===== src/rtl/pio_pkg.sv =====
package pio_pkg;
  localparam int unsigned BYTE_W   = 8;
  localparam int unsigned NGRP     = 4;
  localparam int unsigned NPORT    = 3;
  localparam int unsigned PINS     = NPORT * BYTE_W;
  localparam int unsigned ADDR_W   = 2;
  localparam int unsigned CTRL_OFS = 3;
  localparam int unsigned TRI_BIT  = 7;

  typedef enum logic [1:0] {
    GRP_A   = 2'd0,
    GRP_B   = 2'd1,
    GRP_CLO = 2'd2,
    GRP_CHI = 2'd3
  } grp_e;

  // Lowest pin index of a group.
  function automatic int unsigned grp_lsb(input int unsigned g);
    case (g)
      0: grp_lsb = 0;
      1: grp_lsb = 8;
      2: grp_lsb = 16;
      default: grp_lsb = 20;
    endcase
  endfunction

  function automatic int unsigned grp_width(input int unsigned g);
    grp_width = (g < 2) ? BYTE_W : BYTE_W / 2;
  endfunction

  // Register offset holding the group's data.
  function automatic int unsigned grp_port(input int unsigned g);
    grp_port = (g < 2) ? g : 2;
  endfunction

  // Control byte bit holding the group's direction (1 = input).
  function automatic int unsigned grp_dir_bit(input int unsigned g);
    case (g)
      0: grp_dir_bit = 4;
      1: grp_dir_bit = 1;
      2: grp_dir_bit = 0;
      default: grp_dir_bit = 3;
    endcase
  endfunction

  // Only the basic latched mode is accepted: mode bits must be zero.
  function automatic logic ctrl_mode_ok(input logic [BYTE_W-1:0] d);
    ctrl_mode_ok = (d[6:5] == 2'b00) && !d[2];
  endfunction

  // Rebuild the control byte from stored state.
  function automatic logic [BYTE_W-1:0] pack_ctrl(input logic tri_q,
                                                  input logic [NGRP-1:0] dir_in);
    logic [BYTE_W-1:0] r;
    r = '0;
    r[TRI_BIT] = tri_q;
    for (int g = 0; g < NGRP; g++) r[grp_dir_bit(g)] = dir_in[g];
    pack_ctrl = r;
  endfunction
endpackage


===== src/rtl/pio_ctrl_reg.sv =====
module pio_ctrl_reg
  import pio_pkg::*;
(
  input  logic              clk,
  input  logic              rst_n,
  input  logic              wr_stb,
  input  logic [BYTE_W-1:0] wdata,
  output logic [NGRP-1:0]   dir_in,
  output logic              tri_q,
  output logic              cfg_load,
  output logic              cfg_reject
);
  logic cfg_req;

  always_comb begin
    cfg_req    = wr_stb && wdata[TRI_BIT];
    cfg_load   = cfg_req && ctrl_mode_ok(wdata);
    cfg_reject = cfg_req && !ctrl_mode_ok(wdata);
  end

  always_ff @(posedge clk or negedge rst_n) begin
    if (!rst_n) begin
      dir_in <= '1;
      tri_q  <= 1'b0;
    end else begin
      if (wr_stb) tri_q <= wdata[TRI_BIT];
      if (cfg_load) begin
        for (int g = 0; g < NGRP; g++) dir_in[g] <= wdata[grp_dir_bit(g)];
      end
    end
  end
endmodule


===== src/rtl/pio_grp.sv =====
module pio_grp #(
  parameter int unsigned W = 8
) (
  input  logic         clk,
  input  logic         rst_n,
  input  logic         wr_stb,
  input  logic [W-1:0] wdata,
  input  logic         is_input,
  input  logic         tri_q,
  input  logic [W-1:0] pin_in,
  output logic [W-1:0] pin_out,
  output logic [W-1:0] pin_oe,
  output logic [W-1:0] rd_bits,
  output logic         drive_out
);
  logic [W-1:0] lat_q;

  always_ff @(posedge clk or negedge rst_n) begin
    if (!rst_n)      lat_q <= '0;
    else if (wr_stb) lat_q <= wdata;
  end

  always_comb begin
    drive_out = !is_input;
    pin_out   = lat_q;
    pin_oe    = {W{drive_out && !tri_q}};
    rd_bits   = is_input ? pin_in : lat_q;
  end
endmodule


===== src/rtl/pio_dir_ctrl.sv =====
module pio_dir_ctrl
  import pio_pkg::*;
(
  input  logic              clk,
  input  logic              rst_n,
  input  logic              bus_wr,
  input  logic [ADDR_W-1:0] bus_addr,
  input  logic [BYTE_W-1:0] bus_wdata,
  output logic [BYTE_W-1:0] bus_rdata,
  input  logic [PINS-1:0]   pin_in,
  output logic [PINS-1:0]   pin_out,
  output logic [PINS-1:0]   pin_oe,
  output logic [NGRP-1:0]   xcvr_dir,
  output logic              xcvr_oe_n
);
  logic [NGRP-1:0] dir_in;
  logic            tri_q;
  logic            cfg_load;
  logic            cfg_reject;
  logic            ctrl_wr;
  logic [PINS-1:0] port_rd;

  assign ctrl_wr = bus_wr && (bus_addr == ADDR_W'(CTRL_OFS));

  pio_ctrl_reg u_ctrl (
    .clk        (clk),
    .rst_n      (rst_n),
    .wr_stb     (ctrl_wr),
    .wdata      (bus_wdata),
    .dir_in     (dir_in),
    .tri_q      (tri_q),
    .cfg_load   (cfg_load),
    .cfg_reject (cfg_reject)
  );

  for (genvar g = 0; g < NGRP; g++) begin : g_grp
    localparam int unsigned LSB  = grp_lsb(g);
    localparam int unsigned W    = grp_width(g);
    localparam int unsigned PORT = grp_port(g);
    localparam int unsigned BOFS = LSB - PORT * BYTE_W;
    logic grp_wr;
    assign grp_wr = bus_wr && (bus_addr == ADDR_W'(PORT));

    pio_grp #(.W(W)) u_grp (
      .clk       (clk),
      .rst_n     (rst_n),
      .wr_stb    (grp_wr),
      .wdata     (bus_wdata[BOFS +: W]),
      .is_input  (dir_in[g]),
      .tri_q     (tri_q),
      .pin_in    (pin_in[LSB +: W]),
      .pin_out   (pin_out[LSB +: W]),
      .pin_oe    (pin_oe[LSB +: W]),
      .rd_bits   (port_rd[LSB +: W]),
      .drive_out (xcvr_dir[g])
    );
  end

  assign xcvr_oe_n = tri_q;

  always_comb begin
    case (bus_addr)
      2'd0:    bus_rdata = port_rd[0*BYTE_W +: BYTE_W];
      2'd1:    bus_rdata = port_rd[1*BYTE_W +: BYTE_W];
      2'd2:    bus_rdata = port_rd[2*BYTE_W +: BYTE_W];
      default: bus_rdata = pack_ctrl(tri_q, dir_in);
    endcase
  end
endmodule


===== config.mk =====
export PLATFORM = sky130hd
export DESIGN_NAME = pio_dir_ctrl
export DESIGN_NICKNAME = d
export VERILOG_FILES = /design/src/rtl/pio_pkg.sv /design/src/rtl/pio_ctrl_reg.sv /design/src/rtl/pio_grp.sv /design/src/rtl/pio_dir_ctrl.sv
export SDC_FILE = /design/constraint.sdc
export NUM_CORES = 1
export LEC_CHECK = 0
export BUFFER_PORTS_ARGS = -buffer_cell sky130_fd_sc_hd__buf_2
export CAP_MARGIN = 10
export CORE_ASPECT_RATIO = 0.8
export CORE_MARGIN = 2
export CORE_UTILIZATION = 48
export CTS_CLUSTER_DIAMETER = 40
export CTS_CLUSTER_SIZE = 25
export DETAILED_ROUTE_END_ITERATION = 8
export PLACE_DENSITY = 0.85
export SYNTH_ARGS = -nofsm -noshare
export SYNTH_HDL_FRONTEND = slang
export SYNTH_SLANG_ARGS = --single-unit

===== constraint.sdc =====
create_clock -name clk -period 5.2 [get_ports clk]
set_input_delay 1.04 -clock clk [delete_from_list [all_inputs] [get_ports clk]]
set_output_delay 1.04 -clock clk [all_outputs]
set_load 0.05 [all_outputs]

==> impl_metrics.toml <==
[die]
die_w_um = 71.9
dieArea_um2 = 4190
io_pins = 98
initial_core_util_pct = 51.0
num_rows = 19
fp.dieH_um = 58.3
core_um2 = 3470

[global_route]
grt_pass1_vias = 1367
overflow = 0
grt_max_degree = 30
antenna_found_initial = 0
grt_pass1_wl_um = 6910
track_usage_pct = 22.5

[setup_path]
critPathLaunch = "bus_addr[0]"
crit_slowest_cell = "buf_2"
reg2reg_depth = 1
path_buf_inv = 2
endpoint_kind = "output pin"
endpoint = "bus_rdata[1]"
crit_top_cell = "buf_2"
r2r_start = "u_ctrl.dir_in[1]"
cp_slowest_stage_delay_ns = 0.32
regToRegSetupSlack_ns = 4.17
crit_fanout = 15
r2r-end = "u_ctrl.dir_in[1]"
cp.depth = 4
cp.required_ns = 4.16
cp.arrival_ns = 2.16
worstSetupPathType = "in2out"
start_kind = "primary input"
critPathTopFamily = "buffers and inverters"
crit_chain = "buf_2 > and2b_1 > a222oi_1 > buf_2"

[final_layout]
nets = 263
final_area_um2 = 2170
n_antenna_cell = 0
drive_above_1_share_pct = 63.4
syn2layout_area_growth_pct = 22.6
fillerInstances = 305

[sta]
min_period_ns = 3.20
maxSlewViolCount = 0
fin_skew_ns = 0
setup_viol = 0
final.setup.tns_ns = 0
setup_slack_ns = 2.00
hold_viol = 0
worst-slew-pin-transition_ns = 0.651
relSlewSlack_pct = 56.6
fmax_mhz = 312
rsz0062_at_grt = "no"
fin_crit_sh_pct = 61.6

[logic_synthesis]
yosysTopAreaCell = "dfrtp_1"
seq_area_frac_synth_pct = 41.3
synth_top_area_share_pct = 35.4
synth_nets = 192
ys_ff_latch = 29
yosysUniqueCellTypes = 26
synthTopCellsByArea = "dfrtp_1 (35%), mux2_2 (21%), buf_4 (10%), mux2i_1 (7.9%), dfstp_2 (5.9%)"
ys.warnings.count = 0
synthCells = 155
netlist_area_um2 = 1770
syn_area_per_cell_um2 = 11.4

[clocking]
cts_resized = 0
clock_insertion_delay_worst_skew_ns = 0.27
postCtsHoldBufs = 0
cts_buffers = 5
postCtsSetupRepairBufs = 0
h-tree-depth = 2
cts_tree = "built"
path_clk_slew_ns = 0.06
cts_root_buffer = "clkbuf_8"
clock_path_buffers = 2
clock_sinks = 29

[detailed_routing]
drt-vias-per-instance = 5.34
drtAntennaViolNets = 0
drt_wl_total_um = 4580
wl_per_cell_um = 17.0
drcViolationCount = 0
drt_iter0_drc = 39
drt-pass1-iter-count = 6
vias = 1437

[power]
p_int_mw = 0.510
power_switching_mw = 0.549
pwr-share-seq_pct = 30.1
p_comb_share_pct = 53.3
ir_drop_v = 0.000262
p_clk_share_pct = 16.5
static-leakage-power_nw = 1.05
power_density_nw_per_um2 = 488
power_mw = 1.06
switching_share_pct = 51.8

[place]
place_area_um2 = 2090
port_buffers = 97
place.gp.congestion = 0.820
dp_hpwl_um = 3370
preCtsSetupSlack_ns = 2.00

[hold_path]
worstHoldStart = "g_grp[0].u_grp.pin_out[0]"
min_path_type = "reg2reg"

[flow_run]
maxCapViolCount = 0

[run_status]
status = "complete, no violations"
-- sequential cells by signal, indices dropped and copies added, names as in the netlist --
register             count
g_grp.u_grp.pin_out     24
u_ctrl.dir_in            4
u_ctrl.tri_q             1
-- final cells by class --
cell class                 instances  area (µm²)  share of cell area (%)
inverter                           4        15.0                   0.692
timing repair buffer              97         485                    22.4
clock buffer                       8        80.1                    3.69
multi-input combinational         89         806                    37.1
tap                               42        52.6                    2.42
sequential                        29         731                    33.7
-- layer usage --
metal,vias up,track usage [%],wire [µm]
met2,78,36.9,2060
met3,5,6.85,395
met5,-,0,0
li1,669,-,-
met4,0,6.47,37
met1,685,29.2,2090
-- power by group through the flow --
| stage | clock [mW] | sequential [mW] | combinational [mW] |
|---|---|---|---|
| CTS | 0.178 | 0.319 | 0.568 |
| detailed placement | 0 | 0.323 | 0.567 |
| global placement | 0 | 0.320 | 0.564 |
| floorplan | 0 | 0.432 | 0.377 |
| finish | 0.175 | 0.319 | 0.565 |
| global route | 0.190 | 0.326 | 0.588 |
-- through the flow --
stage / hold slack, ns / std cells / utilization, %
2_1_floorplan: 0.744 / 155 / -
3_3_place_gp: 0.507 / 261 / 60.2
3_5_place_dp: 0.517 / 261 / 60.2
4_1_cts: 0.530 / 269 / 62.5
5_1_grt: 0.549 / 269 / 62.5
6_report: 0.524 / 269 / 62.5
-- cell usage in the layout (no fill, tap or decap) --
master,instances
mux2i_1,14
clkbuf_1,3
or2_2,1
mux2_4,4
clkbuf_8,5
o211ai_1,3
mux2_2,33
nor2_1,6
and2_1,1
o22ai_1,2
a222oi_1,1
o221ai_1,6
dfstp_2,4
nor2b_1,1
buf_2,97
o21ai_0,1
nand3_1,1
nand2_1,5
dfrtp_1,25
a31oi_1,1
nand2b_1,6
and2b_1,1
nand3b_1,1
inv_1,4
or4_1,1
-- logic make-up (layout without fill, tap and decap cells) --
family	count (synthesis)	count (layout)	synth area share (%)
AO/OA/AOI/OAI	14	14	6.15
buffers and inverters	37	109	13.2
flip-flops	29	29	41.3
multiplexers	51	51	32.3
AND/OR/NAND/NOR	24	24	7.07
-- worst min path at each step --
stage / end / slack (ns) / depth (start not counted)
floorplan: g_grp[0].u_grp.pin_out[0] / 0.74 / 0
global placement: g_grp[3].u_grp.pin_out[3] / 0.51 / 1
detailed placement: g_grp[0].u_grp.pin_out[0] / 0.52 / 1
CTS: g_grp[0].u_grp.pin_out[0] / 0.53 / 1
global route: g_grp[0].u_grp.pin_out[7] / 0.55 / 1
finish: g_grp[0].u_grp.pin_out[0] / 0.52 / 1
-- synthesized netlist by cell type --
cell / instances
and2_1: 1
o22ai_1: 2
mux2i_1: 14
dfrtp_1: 25
buf_1: 2
nand3_1: 1
inv_1: 4
nand2_1: 5
nand2b_1: 6
o221ai_1: 6
o21ai_0: 1
a222oi_1: 1
mux2_2: 33
mux2_4: 4
and2b_1: 1
buf_2: 3
or4_1: 1
nor2b_1: 1
nand3b_1: 1
nor2_1: 6
buf_4: 24
dfstp_2: 4
or2_2: 1
clkbuf_1: 4
o211ai_1: 3
a31oi_1: 1
No activity file was read; power rests on OpenSTA's default activity.
